[src/rtl/boot_remap_pkg.sv]
package boot_remap_pkg;

  localparam int AW = 32;

  localparam int VAR_LOW_MED    = 0;
  localparam int VAR_VALUE_LINE = 1;
  localparam int VAR_OTHER      = 2;

  typedef enum logic [1:0] {
    MODE_FLASH = 2'd0,
    MODE_SYS   = 2'd1,
    MODE_STUB  = 2'd2
  } boot_mode_e;

  typedef enum logic [2:0] {
    TGT_STALL = 3'd0,
    TGT_FLASH = 3'd1,
    TGT_SYS   = 3'd2,
    TGT_SRAM  = 3'd3,
    TGT_STUB  = 3'd4,
    TGT_ERR   = 3'd5
  } target_e;

  function automatic logic [AW-1:0] variant_offset(input int variant);
    case (variant)
      VAR_LOW_MED:    return 32'h0000_0108;
      VAR_VALUE_LINE: return 32'h0000_01CC;
      default:        return 32'h0000_01E0;
    endcase
  endfunction

  function automatic boot_mode_e decode_straps(input logic b0, input logic b1);
    if (!b0)     return MODE_FLASH;
    else if (!b1) return MODE_SYS;
    else         return MODE_STUB;
  endfunction

endpackage

[src/rtl/boot_strap_latch.sv]
module boot_strap_latch
  import boot_remap_pkg::*;
#(
  parameter int LATCH_EDGE = 4
) (
  input  logic       clk,
  input  logic       rst_n,
  input  logic       boot0_i,
  input  logic       boot1_i,
  output logic       latched_o,
  output boot_mode_e mode_o
);

  localparam int CW = $clog2(LATCH_EDGE + 1);
  localparam logic [CW-1:0] LAST = CW'(LATCH_EDGE - 1);

  logic [CW-1:0] cnt_q, cnt_d;
  logic          cnt_en;
  logic          latched_q, latched_d;
  boot_mode_e    mode_q, mode_d;

  always_comb begin
    cnt_en    = !latched_q;
    cnt_d     = cnt_q + 1'b1;
    latched_d = latched_q;
    mode_d    = mode_q;
    if (cnt_en && (cnt_q == LAST)) begin
      latched_d = 1'b1;
      mode_d    = decode_straps(boot0_i, boot1_i);
    end
  end

  always_ff @(posedge clk or negedge rst_n) begin
    if (!rst_n) begin
      cnt_q     <= '0;
      latched_q <= 1'b0;
      mode_q    <= MODE_FLASH;
    end else begin
      if (cnt_en) cnt_q <= cnt_d;
      latched_q <= latched_d;
      mode_q    <= mode_d;
    end
  end

  assign latched_o = latched_q;
  assign mode_o    = mode_q;

  AST_MODE_FROZEN: assert property (@(posedge clk) disable iff (!rst_n)
    (latched_q && $past(latched_q)) |-> $stable(mode_q));

  AST_LATCH_STICKY: assert property (@(posedge clk) disable iff (!rst_n)
    latched_q |=> latched_q);

endmodule

[src/rtl/boot_addr_decode.sv]
module boot_addr_decode
  import boot_remap_pkg::*;
#(
  parameter logic [31:0] ALIAS_SIZE = 32'h0008_0000,
  parameter logic [31:0] FLASH_BASE = 32'h0800_0000,
  parameter logic [31:0] FLASH_SIZE = 32'h0008_0000,
  parameter logic [31:0] SYS_TOP    = 32'h1FFF_F000,
  parameter logic [31:0] SYS_SIZE   = 32'h0000_0800,
  parameter logic [31:0] SRAM_BASE  = 32'h2000_0000,
  parameter logic [31:0] SRAM_SIZE  = 32'h0000_5000,
  parameter int          STUB_WORDS = 4
) (
  input  logic          req_i,
  input  logic [AW-1:0] addr_i,
  input  logic          we_i,
  input  logic          latched_i,
  input  boot_mode_e    mode_i,
  output target_e       tgt_o,
  output logic [AW-1:0] offset_o
);

  localparam logic [31:0] STUB_BYTES = 32'(STUB_WORDS * 4);
  localparam logic [31:0] SYS_BASE   = SYS_TOP - SYS_SIZE;
  localparam logic [31:0] FLASH_END  = FLASH_BASE + FLASH_SIZE;
  localparam logic [31:0] SRAM_END   = SRAM_BASE + SRAM_SIZE;

  logic in_alias, in_flash, in_sys, in_sram;

  always_comb begin
    in_alias = (addr_i < ALIAS_SIZE);
    in_flash = (addr_i >= FLASH_BASE) && (addr_i < FLASH_END);
    in_sys   = (addr_i >= SYS_BASE)   && (addr_i < SYS_TOP);
    in_sram  = (addr_i >= SRAM_BASE)  && (addr_i < SRAM_END);
  end

  always_comb begin
    tgt_o    = TGT_STALL;
    offset_o = '0;
    if (req_i && latched_i) begin
      if (in_alias) begin
        case (mode_i)
          MODE_FLASH: begin
            tgt_o    = (addr_i < FLASH_SIZE) ? TGT_FLASH : TGT_ERR;
            offset_o = addr_i;
          end
          MODE_SYS: begin
            tgt_o    = (addr_i < SYS_SIZE) ? TGT_SYS : TGT_ERR;
            offset_o = addr_i;
          end
          default: begin
            if (addr_i < STUB_BYTES) tgt_o = we_i ? TGT_ERR : TGT_STUB;
            else                     tgt_o = TGT_STALL;
            offset_o = addr_i;
          end
        endcase
      end else if (in_flash) begin
        tgt_o    = TGT_FLASH;
        offset_o = addr_i - FLASH_BASE;
      end else if (in_sys) begin
        tgt_o    = TGT_SYS;
        offset_o = addr_i - SYS_BASE;
      end else if (in_sram) begin
        tgt_o    = TGT_SRAM;
        offset_o = addr_i - SRAM_BASE;
      end else begin
        tgt_o    = TGT_ERR;
      end
    end
  end

endmodule

[src/rtl/boot_stub_rom.sv]
module boot_stub_rom
  import boot_remap_pkg::*;
#(
  parameter int          VARIANT    = VAR_LOW_MED,
  parameter int          DW         = 32,
  parameter int          STUB_WORDS = 4,
  parameter logic [31:0] SRAM_BASE  = 32'h2000_0000,
  parameter logic [31:0] STUB_SP    = 32'h2000_5000
) (
  input  logic [$clog2(STUB_WORDS)-1:0] idx_i,
  output logic [DW-1:0]                 word_o
);

  localparam logic [31:0] RESET_VEC = (SRAM_BASE + variant_offset(VARIANT)) | 32'h1;
  localparam logic [31:0] FAULT_VEC = SRAM_BASE + 32'h4;

  logic [DW-1:0] words [STUB_WORDS];

  for (genvar i = 0; i < STUB_WORDS; i++) begin : g_word
    if (i == 0) begin : g_sp
      assign words[i] = DW'(STUB_SP);
    end else if (i == 1) begin : g_rst
      assign words[i] = DW'(RESET_VEC);
    end else begin : g_flt
      assign words[i] = DW'(FAULT_VEC);
    end
  end

  assign word_o = words[idx_i];

endmodule

[src/rtl/boot_remap.sv]
module boot_remap
  import boot_remap_pkg::*;
#(
  parameter int          DW         = 32,
  parameter int          VARIANT    = VAR_LOW_MED,
  parameter int          LATCH_EDGE = 4,
  parameter int          STUB_WORDS = 4,
  parameter logic [31:0] ALIAS_SIZE = 32'h0008_0000,
  parameter logic [31:0] FLASH_BASE = 32'h0800_0000,
  parameter logic [31:0] FLASH_SIZE = 32'h0008_0000,
  parameter logic [31:0] SYS_TOP    = 32'h1FFF_F000,
  parameter logic [31:0] SYS_SIZE   = 32'h0000_0800,
  parameter logic [31:0] SRAM_BASE  = 32'h2000_0000,
  parameter logic [31:0] SRAM_SIZE  = 32'h0000_5000,
  parameter logic [31:0] STUB_SP    = 32'h2000_5000
) (
  input  logic          clk,
  input  logic          rst_n,
  input  logic          boot0_i,
  input  logic          boot1_i,
  input  logic          cpu_req_i,
  input  logic [31:0]   cpu_addr_i,
  input  logic          cpu_we_i,
  input  logic [DW-1:0] cpu_wdata_i,
  output logic          cpu_ready_o,
  output logic          cpu_err_o,
  output logic [DW-1:0] cpu_rdata_o,
  output logic [31:0]   mem_addr_o,
  output logic          mem_we_o,
  output logic [DW-1:0] mem_wdata_o,
  output logic          flash_sel_o,
  input  logic          flash_ready_i,
  input  logic [DW-1:0] flash_rdata_i,
  output logic          sys_sel_o,
  input  logic          sys_ready_i,
  input  logic [DW-1:0] sys_rdata_i,
  output logic          sram_sel_o,
  input  logic          sram_ready_i,
  input  logic [DW-1:0] sram_rdata_i
);

  localparam int IW = $clog2(STUB_WORDS);
  localparam logic [31:0] STUB_BYTES = 32'(STUB_WORDS * 4);

  logic          latched;
  boot_mode_e    mode;
  target_e       tgt;
  logic [31:0]   offset;
  logic [DW-1:0] stub_word;

  boot_strap_latch #(.LATCH_EDGE(LATCH_EDGE)) u_latch (
    .clk       (clk),
    .rst_n     (rst_n),
    .boot0_i   (boot0_i),
    .boot1_i   (boot1_i),
    .latched_o (latched),
    .mode_o    (mode)
  );

  boot_addr_decode #(
    .ALIAS_SIZE (ALIAS_SIZE),
    .FLASH_BASE (FLASH_BASE),
    .FLASH_SIZE (FLASH_SIZE),
    .SYS_TOP    (SYS_TOP),
    .SYS_SIZE   (SYS_SIZE),
    .SRAM_BASE  (SRAM_BASE),
    .SRAM_SIZE  (SRAM_SIZE),
    .STUB_WORDS (STUB_WORDS)
  ) u_decode (
    .req_i     (cpu_req_i),
    .addr_i    (cpu_addr_i),
    .we_i      (cpu_we_i),
    .latched_i (latched),
    .mode_i    (mode),
    .tgt_o     (tgt),
    .offset_o  (offset)
  );

  boot_stub_rom #(
    .VARIANT    (VARIANT),
    .DW         (DW),
    .STUB_WORDS (STUB_WORDS),
    .SRAM_BASE  (SRAM_BASE),
    .STUB_SP    (STUB_SP)
  ) u_stub (
    .idx_i  (offset[IW+1:2]),
    .word_o (stub_word)
  );

  assign mem_addr_o  = offset;
  assign mem_we_o    = cpu_we_i;
  assign mem_wdata_o = cpu_wdata_i;

  always_comb begin
    flash_sel_o = (tgt == TGT_FLASH);
    sys_sel_o   = (tgt == TGT_SYS);
    sram_sel_o  = (tgt == TGT_SRAM);
    cpu_ready_o = 1'b0;
    cpu_err_o   = 1'b0;
    cpu_rdata_o = '0;
    case (tgt)
      TGT_FLASH: begin cpu_ready_o = flash_ready_i; cpu_rdata_o = flash_rdata_i; end
      TGT_SYS:   begin cpu_ready_o = sys_ready_i;   cpu_rdata_o = sys_rdata_i;   end
      TGT_SRAM:  begin cpu_ready_o = sram_ready_i;  cpu_rdata_o = sram_rdata_i;  end
      TGT_STUB:  begin cpu_ready_o = 1'b1;          cpu_rdata_o = stub_word;     end
      TGT_ERR:   begin cpu_ready_o = 1'b1;          cpu_err_o   = 1'b1;          end
      default:   ;
    endcase
  end

  AST_SEL_ONEHOT: assert property (@(posedge clk) disable iff (!rst_n)
    $onehot0({flash_sel_o, sys_sel_o, sram_sel_o}));

  AST_SEL_NEEDS_REQ: assert property (@(posedge clk) disable iff (!rst_n)
    (flash_sel_o || sys_sel_o || sram_sel_o) |-> cpu_req_i);

  AST_ERR_WITH_READY: assert property (@(posedge clk) disable iff (!rst_n)
    cpu_err_o |-> cpu_ready_o);

  AST_HOLD_BEFORE_LATCH: assert property (@(posedge clk) disable iff (!rst_n)
    !latched |-> (!cpu_ready_o && !flash_sel_o && !sys_sel_o && !sram_sel_o));

  AST_STUB_TAIL_HANGS: assert property (@(posedge clk) disable iff (!rst_n)
    (cpu_req_i && latched && mode == MODE_STUB &&
     cpu_addr_i >= STUB_BYTES && cpu_addr_i < ALIAS_SIZE)
    |-> (!cpu_ready_o && !flash_sel_o && !sys_sel_o && !sram_sel_o));

endmodule

[config.mk]
export PLATFORM = sky130hd
export DESIGN_NAME = boot_remap
export DESIGN_NICKNAME = d
export VERILOG_FILES = /design/src/rtl/boot_remap_pkg.sv /design/src/rtl/boot_strap_latch.sv /design/src/rtl/boot_addr_decode.sv /design/src/rtl/boot_stub_rom.sv /design/src/rtl/boot_remap.sv
export SDC_FILE = /design/constraint.sdc
export NUM_CORES = 1
export LEC_CHECK = 0
export ABC_AREA = 1
export CORE_AREA = 2 2 106 108
export CTS_CLUSTER_SIZE = 10
export DETAILED_ROUTE_END_ITERATION = 8
export DIE_AREA = 0 0 108 110
export HOLD_SLACK_MARGIN = 0.12
export PLACE_DENSITY = 0.71
export SYNTH_ARGS = -nofsm -noshare
export SYNTH_HDL_FRONTEND = slang
export SYNTH_SLANG_ARGS = --single-unit
[constraint.sdc]
create_clock -name clk -period 3.75 [get_ports clk]
set_input_delay 0.75 -clock clk [delete_from_list [all_inputs] [get_ports clk]]
set_output_delay 0.75 -clock clk [all_outputs]
set_load 0.005 [all_outputs]
* Yosys cells after proc, flatten, opt, wreduce, memory -nomap -nowiden *
Cells that the tools add are included.
Widths: inputs -> output; s select.

operators by class
  equal/unequal tests = 7
  add/subtract/negate cells = 4
  order comparisons = 10
  bitwise operators = 1
  reductions and logical operators = 8
  multiplexer cells = 22

operator list
  cell                    count
  $mux 32                 7
  $pmux 32 s4             1
  $bmux 32 s2             1
  $ge 32x28->1 const B    1
  $ge 32x29->1 const B    1
  $ge 32x30->1 const B    1
  $lt 32x12->1 const B    1
  $lt 32x20->1 const B    1
  $lt 32x28->1 const B    1
  $lt 32x29->1 const B    1
  $lt 32x30->1 const B    1
  $lt 32x5->1 const B     1
  $sub 32x28->32 const B  1
  $sub 32x29->32 const B  1
  $sub 32x30->32 const B  1
  $mux 3                  7
  $eq 3x2->1 const B      3
  $eq 3x3->1 const B      2
  $pmux 3 s2              1
  $logic_and 1x1->1       5
  $mux 2                  2
  $pmux 1 s4              1
  $add 3x1->3 const B     1
  $eq 3x1->1 const B      1
  other kinds (7)         8

storage, ports and cells
  logic and storage cells = 55
  bits in registers = 6
  input port bits = 169
  output and inout port bits = 102

* Logic depth before layout (Yosys ltp) *
Gate-level depths: netlist of the first run.

  depth after elaboration = 12
  depth in mapped cells = 20

* Modules after synthesis *
Synthesis of the first run repeated with hierarchy kept, for this count alone.

second synthesis, totals
  cells, all modules = 743
  area, all modules = 3943.8 um^2

by module, submodules not included
  module            cells an instance  area each (um^2)  times used
  boot_remap        377                1974.4            1
  boot_addr_decode  301                1456.4            1
  boot_strap_latch  30                 266.5             1
  boot_stub_rom     35                 246.5             1

* Worst setup path before layout of the first run *
Ideal clock, no wire load.

  kind = input port to output port
  from = input port cpu_addr_i[29]
  to = output port cpu_rdata_o[0]
  stages = 18
  data required time = 3.000 ns
  slack = 0.657 ns
  data arrival time = 2.343 ns
  path through = buf_6 > inv_4 > ha_1 > inv_1 > nor3_1 > nand2_1 > nor2_1 > nand2_1 > nand2_1 > nand2_2 > nand2_2 > nand2_2 > nand2_4 > nand3_2 > inv_2 > buf_6 > nand2_1 > nand3_1

between the ends
  cells in the longest elaborated chain, start to end = 12
  elaborated cells between the ends (all ways) = 34

ends and longest elaborated chain
  item                                          RTL line                source
  start: declaration                            boot_remap.sv:22        input logic [31:0] cpu_addr_i,
  $ge 32x30->1 or $lt 32x30->1 (tied branches)  boot_addr_decode.sv:33  in_sram = (addr_i >= SRAM_BASE) && (addr_i < SRAM_END);
  $logic_and 1x1->1                             boot_addr_decode.sv:33
  $mux 32                                       boot_addr_decode.sv:62  end else if (in_sram) begin
  $mux 32                                       boot_addr_decode.sv:59  end else if (in_sys) begin
  $mux 32                                       boot_addr_decode.sv:56  end else if (in_flash) begin
  $mux 32                                       boot_addr_decode.sv:40  if (in_alias) begin
  $mux 32                                       boot_addr_decode.sv:39  if (req_i && latched_i) begin
  $not 2->3 (not written as such)               boot_stub_rom.sv:29     assign word_o = words[idx_i];
  $bmux 32 s2                                   boot_stub_rom.sv:29
  $mux 32 (not written as such) (2 in series)   boot_stub_rom.sv:29
  $pmux 32 s4 (*)                               boot_remap.sv:101       case (tgt)
  end: declaration                              boot_remap.sv:27        output logic [DW-1:0] cpu_rdata_o,

Every way passes the cells marked *; elsewhere a longest branch is shown, timed or not. The select of a mux whose other input is x is not followed.

* Worst setup path after layout of the first run *
  from = input port cpu_addr_i[4]
  to = output port cpu_rdata_o[3]

Same word-level chain as after synthesis.

==> impl_metrics.tcl, run 1 <==
set metrics [dict create \
    crit_arrival_ps 2880 \
    max-vdd-ir-drop_v 0.000231 \
    initial_utilization_pct 24.8 \
    synthFlopType "dfrtp_1" \
    drt-total-wl_um 13400 \
    reg2regPathDepth 6 \
    syn-cell-area_mm2 0.00266 \
    grt_use_total_pct 20.1 \
    nets 982 \
    synth-async-reset-ratio_pct 100 \
    yosysWarnings 0 \
    cts_tree "done" \
    first_pass_iters 5 \
    antennaDiodeCount 0 \
    io_pins 271 \
    power_uw 634 \
    final_common_cell "nand2_1" \
    required_ps 3000 \
    fin_skew_ps 1.84 \
    dieArea_mm2 0.0119 \
    hold_violations 0 \
    drive_gt1_share_pct 36.5 \
    crit_fanout 5 \
    p_leak_nw 3.05 \
    status "completed" \
    hp-class "reg -> reg" \
    synth.avg_cell_area_um2 5.19 \
    grt-ovfl-total 0 \
    ctsHtreeMaxLevel 1 \
    worstMarginPinSlew_ps 415 \
    ant_nets 0 \
    routedWlPerCell_um 14.3 \
    routed_via_density 4.42 \
    fp-row-count 38 \
    finalSetupViolations 0 \
    grt_pass1_vias 3803 \
    final_cell_mix "nand2_1 (152), clkdlybuf4s50_1 (129), buf_4 (105)" \
    insertion_delay_ps 220 \
    max_freq_mhz 275 \
    clk_transition_reported_paths_ps 30 \
    fp.coreArea_mm2 0.0107 \
    cts_inserted_buffers 3 \
    synth-edff-count 0 \
    whs_path_depth 1 \
    portBuffers 206 \
    syn_inst 512 \
    ys_ff_latch 6 \
    setup_ws_ps 119 \
    critPathKind "in -> out" \
    synth_fp_nets 692 \
    grt_max_degree 13 \
    maxCapViolCount 0 \
    cp-end-kind "primary output" \
    die_h_um 110 \
    finalMaxSlewViolations 0 \
    drc_errors 0 \
    place_congestion 0.926 \
    syn_to_final_growth_pct 121 \
    cts_sinks 6 \
    vias 4153 \
    critPathLaunchType "input pin" \
    worst_slew_margin_rel_pct 72.1 \
    place_ws_ps -510 \
    first_iter_violations 231 \
    cts-root-buf "clkbuf_8" \
    holdBufCountCts 0 \
    antenna_found_initial 0 \
    fin_crit_sh_pct 96.8 \
    cts_buffer_depth 2 \
    dp_hpwl_um 10700 \
    p_per_area_mw_per_mm2 108 \
    die_w_um 108 \
    synthDistinctLibCells 40 \
    min_period_ps 3630 \
    ys_seq_area_share_pct 5.65 \
    grt_pass1_wl_um 19100 \
]
## final cells by class
class	count	area, um2
Fill cell	1029	4820
Timing Repair Buffer	330	2990
Multi-Input combinational cell	389	2240
Inverter	72	283
Tap cell	140	175
Sequential cell	6	150
Clock buffer	3	41.3
## power breakdown
group / leakage, nW / internal (mW) / switching, mW
sequential: 0.0712 / 0.0662 / 0.000713
combinational: 2.96 / 0.277 / 0.195
clock: 0.0216 / 0.0688 / 0.0264
## kinds of logic after synthesis
logic type / share of synthesized area (%)
and+or+nand+nor: 54.9
buffers and inverters: 23.4
AOI/OAI and AO/OA: 9.80
adders and majority gates: 5.18
DFF: 5.65
xor gates and xnor gates: 0.660
muxes: 0.424
## worst paths after layout
| check | start | end | slack [ps] |
|---|---|---|---|
| setup reg to reg | u_latch.cnt_q[0] | u_latch.mode_o[1] | 2590 |
| setup / recovery | cpu_addr_i[4] | cpu_rdata_o[3] | 120 |
| max in group asynchronous | rst_n | u_latch.latched_o | 2760 |
| min in group asynchronous | rst_n | u_latch.cnt_q[2] | 780 |
| hold / removal | u_latch.cnt_q[0] | u_latch.cnt_q[0] | 480 |
| hold reg to reg | u_latch.cnt_q[0] | u_latch.cnt_q[0] | 480 |
## metrics by stage
stage	setup TNS, ps	util [%]	cells	instance area, um2	hold WS [ps]
final	0	55.0	940	5880	476
after global routing	-18.4	55.0	940	5880	505
after CTS	-567	52.8	926	5650	477
after detailed placement	-22470	48.8	896	5220	466
after global placement	-20310	48.8	896	5220	459
after floorplan	0	-	512	2660	444
## synth_stat cells, types with 2 or more instances
library cell / number / area, um2
o21ai_1: 2 / 10.0
nor2_1: 82 / 308
o2111ai_1: 3 / 26.3
nor2_2: 5 / 31.3
buf_6: 4 / 45.0
clkinv_1: 2 / 7.51
o21ai_0: 10 / 50.1
nand2_2: 11 / 68.8
nor4_1: 2 / 12.5
dfrtp_1: 6 / 150
inv_1: 61 / 229
nor3_1: 6 / 30.0
nand4_1: 3 / 18.8
inv_2: 8 / 30.0
a22oi_1: 8 / 60.1
buf_2: 2 / 10.0
nand2_4: 4 / 45.0
or2_2: 2 / 12.5
nand2_1: 172 / 646
nand3_1: 42 / 210
ha_1: 11 / 138
a21oi_1: 9 / 45.0
nor2_4: 2 / 22.5
buf_4: 39 / 293
## what timing repair did
| item | CTS | global route |
|---|---|---|
| pin swaps | 37 | 41 |
| gates resized for setup | 197 | 107 |
| setup endpoints to repair | 69 | 62 |
| gates cloned | 3 | 1 |
| buffers inserted | 24 | 13 |
## flip-flops by register name, summed over array words and instances (netlist names)
register           count
u_latch.cnt_q          3
u_latch.latched_o      1
u_latch.mode_o         2
## layer usage
metal  vias to the layer above  global-route usage [%]  share of wire [%]
met3                        10                    4.82                7.8
met2                       162                    34.4                 47
met1                      1842                    26.9                 45
met5                         -                       0                  0
li1                       2139                       -                  -
met4                         0                    1.56               0.55
## worst max-delay path: stages
cell	delay [ps]
dlygate4sd2_1	230
inv_2	60
nand2_2	60
nor2_4	130
buf_6	110
nand2_1	60
nor2_2	140
nand2_2	100
nand2_4	100
nand2_4	70
nand2_2	70
nand2_2	70
nand2_4	140
nand3_4	90
inv_4	70
buf_6	90
buf_12	100
buf_8	100
nand2_1	50
nand3_1	90
clkdlybuf4s15_2	200
Note: power is estimated with default switching activity, not from simulation.
==> inputs of run 2 (changes only) <==
SLEW_MARGIN = 20   (was default)
==> results of run 2 <==
The final DEF is identical to that of run 1; final timing and power are the same.
==> inputs of run 3 (changes only) <==
SKIP_CTS_REPAIR_TIMING = 1   (was default)
==> run 3 against run 2 <==
Effect of this change: worst hold slack unchanged; via count decreased by 1.5%; critical path depth decreased by 4; sequential power about the same; clock skew about the same; global-route usage decreased by 1.2 points; cell area increased by 0.60%; sequential share of layout area about the same.
==> impl_metrics.tcl, run 3 (synthesis gave the netlist of run 1 again) <==
set metrics [dict create \
    p_leak_nw 3.49 \
    grt-ovfl-total 0 \
    design_area_mm2 0.00592 \
    grt_pass1_vias 3566 \
    antennaDiodeCount 0 \
    antenna_found_initial 0 \
    insertion_delay_ps 220 \
    cp-end-kind "primary output" \
    maxCapViolCount 0 \
    crit_fanout 5 \
    cts_inserted_buffers 3 \
    initial_utilization_pct 24.8 \
    crit_arrival_ps 2920 \
    routedWlPerCell_um 14.4 \
    worst_slew_margin_rel_pct 78.3 \
    die_w_um 108 \
    final_cell_mix "nand2_1 (158), clkdlybuf4s50_1 (133), buf_4 (98)" \
    grt_max_degree 23 \
    fin_skew_ps 1.80 \
    clk_transition_reported_paths_ps 30 \
    finalMaxSlewViolations 0 \
    fp-row-count 38 \
    status "completed" \
    fin_crit_sh_pct 97.9 \
    die_h_um 110 \
    portBuffers 206 \
    dp_hpwl_um 10700 \
    cts_buffer_depth 2 \
    cts-root-buf "clkbuf_8" \
    placed_area_mm2 0.00522 \
    rsz0062_at_grt "true" \
    first_iter_violations 180 \
    vias 4089 \
    p_per_area_mw_per_mm2 105 \
    io_pins 271 \
    largest_register_ffs 3 \
    drive_gt1_share_pct 30.5 \
    top_register "u_latch.cnt_q" \
    place_congestion 0.926 \
    max-vdd-ir-drop_v 0.000231 \
    hold_ws_ps 476 \
    routed_via_density 4.40 \
    grt_use_total_pct 18.9 \
    first_pass_iters 5 \
    cts_sinks 6 \
    drt-total-wl_um 13400 \
    ant_nets 0 \
    power_uw 619 \
    hp-class "reg -> reg" \
    grt_pass1_wl_um 18000 \
    ctsHtreeMaxLevel 1 \
    critPathKind "in -> out" \
    hold_violations 0 \
    nets 972 \
    final.setup.tns_ps 0 \
    dieArea_mm2 0.0119 \
    cts_tree "done" \
    required_ps 3000 \
    drc_errors 0 \
    final_common_cell "nand2_1" \
    worstMarginPinSlew_ps 323 \
    critPathLaunchType "input pin" \
    place_ws_ps -510 \
    finalSetupViolations 0 \
    syn_to_final_growth_pct 123 \
    fp.coreArea_mm2 0.0107 \
    setup_ws_ps 80.3 \
    max_freq_mhz 272 \
    min_period_ps 3670 \
]
==> run 3: changes by cell type in the layout (fill, tap and decap cells not counted), sizes merged, moves of 4 or more <==
cell           previous run  this run
clkbuf                   24        19
dlymetal6s2s              8        57
buf                     136       114
dlygate4sd2              27         0
clkdlybuf4s50           129       133
clkdlybuf4s15             8         0
==> run 3: routing by layer <==
metal / wire [um] / vias up / track usage (%) / share of wire [%]
li1: - / 2117 / - / -
met1: 5870 / 1792 / 25.8 / 44
met2: 6310 / 170 / 31.5 / 47
met3: 1120 / 10 / 4.47 / 8.3
met4: 71 / 0 / 1.65 / 0.53
met5: 0 / - / 0 / 0
==> run 3: area by class of cell <==
cell class | instances | area, um2
sequential | 6 | 150
clock buffer | 3 | 41.3
timing repair buffer | 320 | 3130
fill | 1028 | 4780
tap | 140 | 175
multi-input combinational | 389 | 2140
inverter | 72 | 278
==> run 3: per-stage QoR <==
stage | utilization (%) | instances
floorplan | - | 512
global placement | 48.8 | 896
detailed placement | 48.8 | 896
CTS | 49.2 | 899
global route | 55.3 | 930
finish | 55.3 | 930
==> run 3: path summary, 6_finish.rpt <==
check / start / to / slack, ps / cells after the start
min reg2reg: u_latch.cnt_q[0] / u_latch.cnt_q[0] / 480 / 1
max: cpu_addr_i[30] / cpu_err_o / 80 / 17
min: u_latch.cnt_q[0] / u_latch.cnt_q[0] / 480 / 1
max reg2reg: u_latch.cnt_q[0] / u_latch.mode_o[1] / 2590 / 6
min in group asynchronous: rst_n / u_latch.cnt_q[2] / 780 / 1
max in group asynchronous: rst_n / u_latch.latched_o / 2760 / 1
==> run 3: power breakdown <==
part | total [mW] | switching, mW | leakage, nW | internal [mW]
registers | 0.0669 | 0.000705 | 0.0712 | 0.0662
clock network | 0.0952 | 0.0263 | 0.0216 | 0.0688
logic | 0.457 | 0.185 | 3.39 | 0.272
total | 0.619 | 0.212 | 3.49 | 0.407
==> run 3: critical path, cell delays in order <==
cell and delay, ps:
dlymetal6s2s_1 150, inv_2 90, buf_4 120, nand2_2 70, nor2_1 90, nand2_1 100
nor2_4 140, a21boi_4 80, nand2_4 90, buf_4 140, nand2_4 50, nand2_4 110
inv_4 60, buf_4 120, buf_4 120, nor2_1 100, clkdlybuf4s50_1 530
